### src/rtl/gpio8_pkg.sv
package gpio8_pkg;
  localparam int ADDR_W = 8;
  localparam logic [ADDR_W-1:0] A_VALUE  = 8'h00;
  localparam logic [ADDR_W-1:0] A_DIR    = 8'h10;
  localparam logic [ADDR_W-1:0] A_MODE   = 8'h90;
  localparam logic [ADDR_W-1:0] A_POL    = 8'h94;
  localparam logic [ADDR_W-1:0] A_CLEAR  = 8'h98;
  localparam logic [ADDR_W-1:0] A_ENABLE = 8'h9C;
  localparam logic [ADDR_W-1:0] A_STATUS = 8'hA0;
  localparam logic [ADDR_W-1:0] A_FILTER = 8'hA8;
endpackage

### src/rtl/gpio8_regs.sv
module gpio8_regs
  import gpio8_pkg::*;
#(
  parameter int W = 8
) (
  input  logic              clk,
  input  logic              rst,
  input  logic              wr_en,
  input  logic [ADDR_W-1:0] addr,
  input  logic [W-1:0]      wdata,
  output logic [W-1:0]      value_q,
  output logic [W-1:0]      dir_q,
  output logic [W-1:0]      mode_q,
  output logic [W-1:0]      pol_q,
  output logic [W-1:0]      en_q,
  output logic [W-1:0]      filt_q,
  output logic [W-1:0]      clear_mask
);
  always_ff @(posedge clk) begin
    if (rst) begin
      value_q <= '0;
      dir_q   <= '0;
      mode_q  <= '0;
      pol_q   <= '0;
      en_q    <= '0;
      filt_q  <= '0;
    end else if (wr_en) begin
      case (addr)
        A_VALUE:  value_q <= wdata;
        A_DIR:    dir_q   <= wdata;
        A_MODE:   mode_q  <= wdata;
        A_POL:    pol_q   <= wdata;
        A_ENABLE: en_q    <= wdata;
        A_FILTER: filt_q  <= wdata;
        default: ;
      endcase
    end
  end

  assign clear_mask = (wr_en && addr == A_CLEAR) ? wdata : '0;
endmodule

### src/rtl/gpio8_sync.sv
module gpio8_sync #(
  parameter int W = 8,
  parameter int STAGES = 2
) (
  input  logic         clk,
  input  logic         rst,
  input  logic [W-1:0] d,
  output logic [W-1:0] q
);
  logic [W-1:0] chain [STAGES];

  always_ff @(posedge clk) begin
    if (rst) begin
      for (int s = 0; s < STAGES; s++) chain[s] <= '0;
    end else begin
      chain[0] <= d;
      for (int s = 1; s < STAGES; s++) chain[s] <= chain[s-1];
    end
  end

  assign q = chain[STAGES-1];
endmodule

### src/rtl/gpio8_debounce.sv
module gpio8_debounce #(
  parameter int W = 8,
  parameter int SAMPLES = 4
) (
  input  logic         clk,
  input  logic         rst,
  input  logic         tick,
  input  logic [W-1:0] raw,
  output logic [W-1:0] filt
);
  localparam int CW = (SAMPLES > 2) ? $clog2(SAMPLES) : 1;
  localparam logic [CW-1:0] LAST = CW'(SAMPLES - 1);

  for (genvar i = 0; i < W; i++) begin : g_line
    logic [CW-1:0] cnt;
    logic          lvl;
    always_ff @(posedge clk) begin
      if (rst) begin
        cnt <= '0;
        lvl <= 1'b0;
      end else if (tick) begin
        if (raw[i] == lvl) begin
          cnt <= '0;
        end else if (cnt == LAST) begin
          lvl <= raw[i];
          cnt <= '0;
        end else begin
          cnt <= cnt + 1'b1;
        end
      end
    end
    assign filt[i] = lvl;
  end
endmodule

### src/rtl/gpio8_irq_core.sv
module gpio8_irq_core #(
  parameter int W = 8
) (
  input  logic         clk,
  input  logic         rst,
  input  logic [W-1:0] qual,
  input  logic [W-1:0] mode,
  input  logic [W-1:0] pol,
  input  logic [W-1:0] en,
  input  logic [W-1:0] clear_mask,
  output logic [W-1:0] pend,
  output logic         any,
  output logic [W-1:0] edge_hit
);
  logic [W-1:0] prev;
  logic [W-1:0] pend_nxt;

  for (genvar i = 0; i < W; i++) begin : g_line
    assign edge_hit[i] = pol[i] ? (qual[i] & ~prev[i]) : (~qual[i] & prev[i]);
    always_comb begin
      if (!en[i])              pend_nxt[i] = 1'b0;
      else if (!mode[i])       pend_nxt[i] = (qual[i] == pol[i]);
      else if (edge_hit[i])    pend_nxt[i] = 1'b1;
      else if (clear_mask[i])  pend_nxt[i] = 1'b0;
      else                     pend_nxt[i] = pend[i];
    end
  end

  always_ff @(posedge clk) begin
    if (rst) begin
      prev <= '0;
      pend <= '0;
      any  <= 1'b0;
    end else begin
      prev <= qual;
      pend <= pend_nxt;
      any  <= |pend_nxt;
    end
  end
endmodule

### src/rtl/gpio8_irq_port.sv
module gpio8_irq_port
  import gpio8_pkg::*;
#(
  parameter int N_LINES = 8,
  parameter int DEB_SAMPLES = 4,
  parameter int SYNC_STAGES = 2
) (
  input  logic              clk,
  input  logic              rst,
  input  logic              wr_en,
  input  logic [ADDR_W-1:0] addr,
  input  logic [7:0]        wdata,
  output logic [7:0]        rdata,
  input  logic              deb_tick,
  input  logic [7:0]        pin_in,
  output logic [7:0]        pin_out,
  output logic [7:0]        pin_oe,
  output logic [7:0]        irq_status,
  output logic [7:0]        irq_line,
  output logic              irq_any
);
  localparam int W = N_LINES;

  logic [W-1:0] value_q, dir_q, mode_q, pol_q, en_q, filt_q, clear_mask;
  logic [W-1:0] pin_sync, pin_filt, qual, pend, edge_hit;
  logic [W-1:0] rd_mux;

  gpio8_regs #(.W(W)) u_regs (
    .clk(clk), .rst(rst), .wr_en(wr_en), .addr(addr), .wdata(wdata[W-1:0]),
    .value_q(value_q), .dir_q(dir_q), .mode_q(mode_q), .pol_q(pol_q),
    .en_q(en_q), .filt_q(filt_q), .clear_mask(clear_mask)
  );

  gpio8_sync #(.W(W), .STAGES(SYNC_STAGES)) u_sync (
    .clk(clk), .rst(rst), .d(pin_in[W-1:0]), .q(pin_sync)
  );

  gpio8_debounce #(.W(W), .SAMPLES(DEB_SAMPLES)) u_deb (
    .clk(clk), .rst(rst), .tick(deb_tick), .raw(pin_sync), .filt(pin_filt)
  );

  assign qual = (filt_q & pin_filt) | (~filt_q & pin_sync);

  gpio8_irq_core #(.W(W)) u_core (
    .clk(clk), .rst(rst), .qual(qual), .mode(mode_q), .pol(pol_q),
    .en(en_q), .clear_mask(clear_mask), .pend(pend), .any(irq_any),
    .edge_hit(edge_hit)
  );

  always_comb begin
    case (addr)
      A_VALUE:  rd_mux = (dir_q & value_q) | (~dir_q & pin_sync);
      A_DIR:    rd_mux = dir_q;
      A_MODE:   rd_mux = mode_q;
      A_POL:    rd_mux = pol_q;
      A_ENABLE: rd_mux = en_q;
      A_FILTER: rd_mux = filt_q;
      A_STATUS: rd_mux = pend;
      default:  rd_mux = '0;
    endcase
  end

  always_ff @(posedge clk) begin
    if (rst) rdata <= '0;
    else     rdata <= 8'(rd_mux);
  end

  assign pin_out    = 8'(value_q);
  assign pin_oe     = 8'(dir_q);
  assign irq_status = 8'(pend);
  assign irq_line   = 8'(pend);
endmodule

### config.mk
export PLATFORM = sky130hd
export DESIGN_NAME = gpio8_irq_port
export DESIGN_NICKNAME = d
export VERILOG_FILES = /design/src/rtl/gpio8_pkg.sv /design/src/rtl/gpio8_regs.sv /design/src/rtl/gpio8_sync.sv /design/src/rtl/gpio8_debounce.sv /design/src/rtl/gpio8_irq_core.sv /design/src/rtl/gpio8_irq_port.sv
export SDC_FILE = /design/constraint.sdc
export NUM_CORES = 1
export LEC_CHECK = 0
export BUFFER_PORTS_ARGS = -buffer_cell sky130_fd_sc_hd__buf_2
export CORE_ASPECT_RATIO = 1.75
export CORE_MARGIN = 3
export CORE_UTILIZATION = 52
export CTS_BUF_LIST = sky130_fd_sc_hd__clkbuf_8 sky130_fd_sc_hd__clkbuf_16
export CTS_CLUSTER_SIZE = 10
export DETAILED_ROUTE_END_ITERATION = 7
export GPL_TIMING_DRIVEN = 0
export PLACE_DENSITY = 0.85
export SYNTH_ARGS = -nofsm -noshare
export SYNTH_HDL_FRONTEND = slang
export SYNTH_SLANG_ARGS = --single-unit
### constraint.sdc
create_clock -name clk -period 1.9 [get_ports clk]
set_input_delay 0.19 -clock clk [delete_from_list [all_inputs] [get_ports clk]]
set_output_delay 0.19 -clock clk [all_outputs]
set_load 0.05 [all_outputs]
==> impl_metrics.yaml, run 1 <==
timing:
  fmax_mhz: 533
  rsz0062_at_grt: "false"
  setup_tns_ns: 0
  max_slew_margin: 0.395
  hold_viol: 0
  worstMarginPinSlew_ns: 0.901
  setup_viol: 0
  fin_crit_ns: 1.88
  drv_slew: 0
  clock_skew_ns: 0.00638
  setup_ws_ns: 0.0227
  post-route-period-util: 0.988
place:
  place_ws_ns: -0.744
  numPortBuffers: 65
  hpwlAfterDp_um: 10500
  dp.cells: 772
  gp_congestion: 0.922
routing:
  detail_route.wl_per_cell_um: 18.4
  drc_errors: 0
  vias: 4893
  ant_nets: 0
  via_per_inst: 6.02
  drtPass1Iterations: 8
  wl_um: 14900
  drt_iter0_drc: 612
worst_setup_path:
  crit_chain: "mux2i_1 -> mux2_2 -> a21o_1 -> nor4_2 -> a21oi_1"
  crit_path_max_fanout: 3
  start_kind: "register"
  cp.arrival_ns: 2.14
  cp_top_family: "multiplexers"
  worst_ep_required_time_ns: 2.17
  critPathMaxStageDelay_ns: 0.38
  critPathBufInv: 0
  critical_path.endpoint_type: "register"
  critPathKind: "register to register"
  cp_slowest_cell: "mux2_2"
power_and_ir_drop:
  peakVddDrop_uv: 768
  p_leak_nw: 2.63
  powerDensity_nw_per_um2: 915
  finalPower_mw: 5.66
layout:
  final_util: 0.672
  drive_above_1_share: 0.192
  final_common_cell: "dfxtp_1"
  final_cell_mix: "dfxtp_1 (111), nand2_1 (76), a21oi_1 (67)"
  area_delta_synth_final_pct: 23.5
  largestRegisters: "u_deb.g_line.cnt (16), u_sync.chain (16)"
  layout.cells.non_filler: 813
  layout.nets: 717
  n_antenna_cell: 0
global_routing:
  grt_pass1_wl_um: 23200
  grt_use_met3: 0.0822
  grt_max_degree: 17
  grt_most_used_layer: "met2"
  grt_pass1_vias: 4795
  met1_usage: 0.277
  grtUsageTotal: 0.281
  antenna_found_initial: 0
  grt_overflow: 0
  use_met2: 0.477
yosys:
  synth_ff_type: "dfxtp_1"
  synth_warnings: 0
  synthSimpleGateAreaFrac: 0.231
  ys_seq_area_frac: 0.452
  synth_edf_count: 0
  syn_area_um2: 5010
  synthXorXnorAreaFrac: 0.0140
  synthAdderAreaFrac: 0.0200
  avgSynthCellArea_um2: 8.53
  synth_seq_cells: 113
  async_flop_share: 0
  synth_top_family_by_area: "simple AND/OR/NAND/NOR gates"
  synth_cell_type_count: 44
  synth_compound_area_frac: 0.135
  syn_nets: 623
  synthMuxAreaShare: 0.102
  synthesis.instances: 587
clocking:
  htree_levels: 4
  cts.clk_slew.worst_paths_ns: 0.05
  cts-root-buf: "clkbuf_16"
  clock_sinks: 113
  cts_made_buffers: 17
  cts_tree: "built"
  insertion_delay_ns: 0.42
  cts_buffer_depth: 2
run:
  max_cap_viol_count: 0
floorplan:
  row_count: 46
  die_y_um: 136
  io_pins: 69
  die_x_um: 80.2
  initial_core_util: 0.544
  core_um2: 9210
  die_area_um2: 10900
min_path:
  hold_path.class: "primary input to register"
status:
  status: "finished, final reports clean"
## through the flow
step                      area, um^2  hold slack, ns
final                           6180          0.0923
after global placement          5490           0.397
after CTS                       6150          0.0812
after detailed placement        5490           0.405
after global routing            6180          0.0965
after floorplan                 5010           0.318
## routing by layer
metal  vias up  routed length, um
met2       339               7440
met5         -                  0
met3       102               1300
met1      2242               5060
met4         0               1150
li1       2210                  -
## area by class of cell
cell class	count	area [um^2]
clock buffer	21	480
buffer	36	176
tap	120	150
multi-input combinational	422	2550
inverter	14	52.6
fill	745	3020
clock inverter	10	70.1
sequential	113	2260
timing repair buffer	77	435
## cells by family (layout without fill, tap and decap cells)
family                   Yosys count  in the layout
buffers and inverters             52            158
AO/OA/AOI/OAI                    117            117
XOR/XNOR                           8              8
flip-flops                       113            113
multiplexers                      50             50
adder cells (fa/ha/maj)            8              8
AND/OR/NAND/NOR                  239            239
## Yosys cell counts, types with 9 or more instances
master    instances  share of area
nand3_1          45          0.045
inv_1            14          0.010
o21ai_0          15          0.015
nor2_1           56          0.042
dfxtp_1         113           0.45
nand2b_1         10          0.012
mux2i_1          42          0.084
nor3_1            9         0.0090
nand2_1          76          0.057
nor2b_1          27          0.034
a21oi_1          67          0.067
clkbuf_1         26          0.019
## path summary, 6_finish.rpt
check	end	slack [ns]	cells past startpoint	start
min	u_regs.filt_q[7]	0.09	3	wdata[7]
max reg2reg	u_core.any	0.02	5	u_regs.filt_q[0]
min reg2reg	u_sync.chain[0][10]	0.44	1	u_sync.chain[0][2]
max	u_core.any	0.02	5	u_regs.filt_q[0]
## power by group
part	internal, mW	switching, mW	total [mW]
Sequential	2.40	0.0186	2.42
Combinational	0.0946	0.194	0.289
Clock	1.89	1.06	2.95
## worst reg2reg max path, stage by stage, from the launching register on
cell     delay, ns
dfxtp_1       0.37
mux2i_1       0.34
mux2_2        0.38
a21o_1        0.21
nor4_2        0.29
a21oi_1       0.14
## repair_timing
item                                   CTS  global route
pin swaps                                2             1
setup buffers                            3             1
gates resized for setup                  3            12
setup endpoints to repair               27            27
hold buffers                             8             0
endpoints found under the hold margin    8             0
(Power assumes the default switching activity.)
==> run 2: changes to the inputs <==
CTS_BUF_LIST = default   (was sky130_fd_sc_hd__clkbuf_8 sky130_fd_sc_hd__clkbuf_16)
==> impl_metrics.yaml, run 2 (synthesized netlist as in run 1, its figures left out) <==
floorplan:
  initial_core_util: 0.544
  row_count: 46
  core_um2: 9210
  die_y_um: 136
  die_x_um: 80.2
  io_pins: 69
  die_area_um2: 10900
place:
  placed_cell_area_um2: 5490
  numPortBuffers: 65
  hpwlAfterDp_um: 10500
  gp_congestion: 0.922
global_routing:
  grt_pass1_vias: 4795
  grt_max_degree: 17
  grtUsageTotal: 0.281
  grt_overflow: 0
  grt_pass1_wl_um: 23200
  antenna_found_initial: 0
power_and_ir_drop:
  powerDensity_nw_per_um2: 919
  peakVddDrop_uv: 768
  switching_power_mw: 1.28
  pwr-share-clk: 0.524
  netSwitchingFraction: 0.225
  finalPower_mw: 5.68
  p_int_mw: 4.41
  p_leak_nw: 2.61
  p_comb_frac: 0.051
  seq_power_share: 0.425
routing:
  drtPass1Iterations: 6
  wl_um: 15000
  drt_iter0_drc: 628
  via_per_inst: 6.02
  vias: 4896
  detail_route.wl_per_cell_um: 18.4
  drc_errors: 0
  ant_nets: 0
timing:
  setup_tns_ns: 0
  setup_viol: 0
  drv_slew: 0
  fmax_mhz: 537
  worstMarginPinSlew_ns: 0.893
  max_slew_margin: 0.400
  clock_skew_ns: 0.00780
  post-route-period-util: 0.980
  fin_crit_ns: 1.86
  hold_viol: 0
  rsz0062_at_grt: "false"
worst_setup_path:
  critPathKind: "register to register"
  r2r-end: "u_core.any"
  worst_ep_required_time_ns: 2.16
  r2r_slack_ns: 0.04
  cp.arrival_ns: 2.13
  reg2regPathDepth: 5
  start_kind: "register"
  crit_chain: "mux2i_1 -> mux2_2 -> a21o_1 -> nor4_2 -> a21oi_1"
  crit_path_max_fanout: 3
  startpoint: "u_regs.filt_q[0]"
  critPathMaxStageDelay_ns: 0.38
  critical_path.endpoint_type: "register"
  cp_slowest_cell: "dfxtp_1"
  reg2reg_from: "u_regs.filt_q[0]"
layout:
  final_cell_mix: "dfxtp_1 (111), nand2_1 (76), a21oi_1 (67)"
  area_delta_synth_final_pct: 23.5
  n_antenna_cell: 0
  layout.nets: 717
  final_common_cell: "dfxtp_1"
  design_area_um2: 6180
  drive_above_1_share: 0.192
  largestRegisters: "u_deb.g_line.cnt (16), u_sync.chain (16)"
clocking:
  htree_levels: 4
  cts-root-buf: "clkbuf_16"
  clock_sinks: 113
  cts_made_buffers: 17
  cts_buffer_depth: 2
  cts_tree: "built"
  insertion_delay_ns: 0.42
  cts.clk_slew.worst_paths_ns: 0.06
min_path:
  hold_end: "u_regs.filt_q[7]"
  hold_depth: 3
  hold_path.class: "primary input to register"
  worstHoldStart: "wdata[7]"
status:
  status: "finished, final reports clean"
run:
  max_cap_viol_count: 0
run 2: cell count changes in the layout (fill, tap and decap cells not counted), sizes merged:
cell,change
clkbuf,+4
inv,-4
run 2: per-layer routing:
metal / vias up / GRT usage / routed length [um] / part of all wire
met2: 331 / 0.477 / 7480 / 0.50
met3: 100 / 0.0822 / 1240 / 0.083
li1: 2209 / - / - / -
met5: - / 0 / 0 / 0
met4: 0 / 0.226 / 1160 / 0.077
met1: 2256 / 0.277 / 5110 / 0.34
run 2: what timing repair did:
item / CTS / global route
cloned: 0 / 0
resized for setup: 3 / 12
pin swaps: 2 / 1
hold buffers: 8 / 0
hold endpoints to repair: 8 / 0
buffers inserted: 3 / 1
endpoints found under the setup margin: 27 / 27
run 2: worst max-delay path, delay by kind of cell, from the launching register on:
kind,cells,cell delay (ns)
compound gates,2,0.34
flops,1,0.38
mux,2,0.72
simple gates,1,0.27
run 2: how the worst max path moves through the flow:
stage,to,slack (ns),cells past startpoint
after CTS,u_core.any,0.007,5
after floorplan,u_core.any,0.01,7
final,u_core.any,0.04,5
after global routing,u_core.any,0.002,5
after global placement,u_core.any,-0.69,7
after detailed placement,u_core.any,-0.74,7
run 2: layout make-up:
class,count,area (um^2)
plain buffers,36,176
clock buffers,25,495
clock inverters,6,55.1
fillers,745,3020
inverters,14,52.6
multi-input cells,422,2550
flip-flops and latches,113,2260
well taps,120,150
repair buffers,77,435
run 2: stage by stage:
stage	std cells	utilization	worst slack [ns]	hold slack (ns)
floorplan	587	-	0.0102	0.318
detailed placement	772	0.596	-0.744	0.405
finish	813	0.672	0.0382	0.0947
global placement	772	0.596	-0.688	0.397
CTS	814	0.668	0.00682	0.0814
global route	813	0.672	0.00201	0.0968
run 2: power groups by stage:
stage,Sequential [mW],Combinational [mW],Clock [mW]
after detailed placement,2.47,0.259,0
after global placement,2.46,0.252,0
final,2.42,0.289,2.98
after floorplan,2.46,0.148,0
after global routing,2.42,0.308,3.08
after CTS,2.42,0.277,2.98
==> run 3: changes to the inputs <==
CORE_UTILIZATION = 56   (was 52)
PLACE_DENSITY = 0.87   (was 0.85)
SKIP_CTS_REPAIR_TIMING = 1   (was default)
clock period = 1.8 ns   (was 1.9 ns; I/O delays follow)
==> impl_metrics.yaml, run 3 (synthesized netlist as in run 1, its figures left out) <==
clocking:
  cts_made_buffers: 17
  cts_tree: "built"
  cts_buffer_depth: 2
  htree_levels: 4
  clock_sinks: 113
  insertion_delay_ns: 0.41
  cts-root-buf: "clkbuf_16"
  cts.clk_slew.worst_paths_ns: 0.05
worst_setup_path:
  startpoint: "addr[1]"
  critical_path.endpoint_type: "register"
  cp.arrival_ns: 2.07
  cp_top_family: "simple AND/OR/NAND/NOR gates"
  critPathMaxStageDelay_ns: 0.36
  crit_path_max_fanout: 8
  crit_chain: "buf_2 -> or3_1 -> clkbuf_1 -> nor4_4 -> buf_4 -> nand3_2 -> mux2i_1 -> nor2_1"
  reg2reg_from: "u_regs.filt_q[7]"
  r2r-end: "u_core.any"
  reg2regPathDepth: 5
  worst_ep_required_time_ns: 2.08
  critPathKind: "primary input to register"
  start_kind: "primary input"
  cp_slowest_cell: "or3_1"
  critPathBufInv: 3
  r2r_slack_ns: 0.04
layout:
  drive_above_1_share: 0.207
  fillers: 675
  largestRegisters: "u_deb.g_line.cnt (16), u_sync.chain (16)"
  area_delta_synth_final_pct: 22.7
  final_common_cell: "dfxtp_1"
  n_antenna_cell: 0
  layout.nets: 712
  final_cell_mix: "dfxtp_1 (110), nand2_1 (76), a21oi_1 (67)"
min_path:
  hold_path.class: "primary input to register"
  hold_end: "u_sync.chain[0][4]"
  hold_depth: 2
  worstHoldStart: "pin_in[4]"
timing:
  hold_viol: 7
  fmax_mhz: 557
  max_slew_margin: 0.435
  setup_viol: 0
  clock_skew_ns: 0.00413
  rsz0062_at_grt: "true"
  post-route-period-util: 0.998
  fin_crit_ns: 1.80
  setup_ws_ns: 0.00369
  fin_hold_ws_ns: -0.0193
  worstMarginPinSlew_ns: 0.840
  drv_slew: 0
floorplan:
  core_um2: 8670
  initial_core_util: 0.578
  die_area_um2: 10200
  die_x_um: 77.5
  io_pins: 69
  die_y_um: 131
  row_count: 45
global_routing:
  grt_overflow: 0
  grt_pass1_wl_um: 22300
  grt_pass1_vias: 4663
  antenna_found_initial: 0
  grtUsageTotal: 0.281
  grt_max_degree: 17
place:
  gp_congestion: 0.972
  hpwlAfterDp_um: 10100
  numPortBuffers: 65
  place_ws_ns: -0.827
routing:
  drtPass1Iterations: 7
  ant_nets: 0
  via_per_inst: 5.95
  wl_um: 14300
  vias: 4777
  drt_iter0_drc: 588
  detail_route.wl_per_cell_um: 17.8
  drc_errors: 0
power_and_ir_drop:
  peakVddDrop_uv: 865
  powerDensity_nw_per_um2: 957
  finalPower_mw: 5.88
  p_leak_nw: 2.60
status:
  status: "finished, violations left"
  violations: "negative hold slack"
run:
  max_cap_viol_count: 0
-- run 3: how the worst max path moves through the flow --
stage,cells after the start,endpoint
final,8,u_regs.dir_q[2]
after global routing,8,u_regs.dir_q[7]
after CTS,7,u_core.any
after detailed placement,7,u_core.any
after global placement,7,u_core.any
after floorplan,7,u_core.any
-- run 3: power breakdown --
group / switching [mW] / internal [mW]
logic: 0.200 / 0.0919
registers: 0.0196 / 2.53
clock network: 1.06 / 1.97
total: 1.28 / 4.60
-- run 3: worst reg2reg max path, stage by stage (launching register included) --
cell and delay, ns:
dfxtp_1 0.39, mux2i_2 0.26, mux2_2 0.39, o21ai_4 0.23, and4_4 0.28, a21oi_1 0.07
-- run 3: area by class of cell --
cell class	instances	area (um^2)	area share
Tap cell	117	146	0.0238
Timing Repair Buffer	71	373	0.0607
Buffer	37	180	0.0293
Clock buffer	24	522	0.0849
Inverter	14	52.6	0.00855
Sequential cell	113	2270	0.369
Multi-Input combinational cell	422	2580	0.420
Clock inverter	5	27.5	0.00448
-- run 3: per-layer routing --
layer | up-vias | GRT usage | wire length, um
li1 | 2193 | - | -
met3 | 83 | 0.0720 | 1140
met1 | 2180 | 0.288 | 4970
met5 | - | 0 | 0
met2 | 321 | 0.478 | 7200
met4 | 0 | 0.213 | 974
-- run 3: through the flow --
| step | utilization | TNS, ns | instance area [um^2] | instances |
|---|---|---|---|---|
| after global routing | 0.709 | -0.280 | 6150 | 803 |
| final | 0.709 | 0 | 6150 | 803 |
| after detailed placement | 0.632 | -25.57 | 5480 | 769 |
| after global placement | 0.632 | -23.75 | 5480 | 769 |
| after floorplan | - | 0 | 5010 | 587 |
| after CTS | 0.696 | -3.68 | 6030 | 798 |
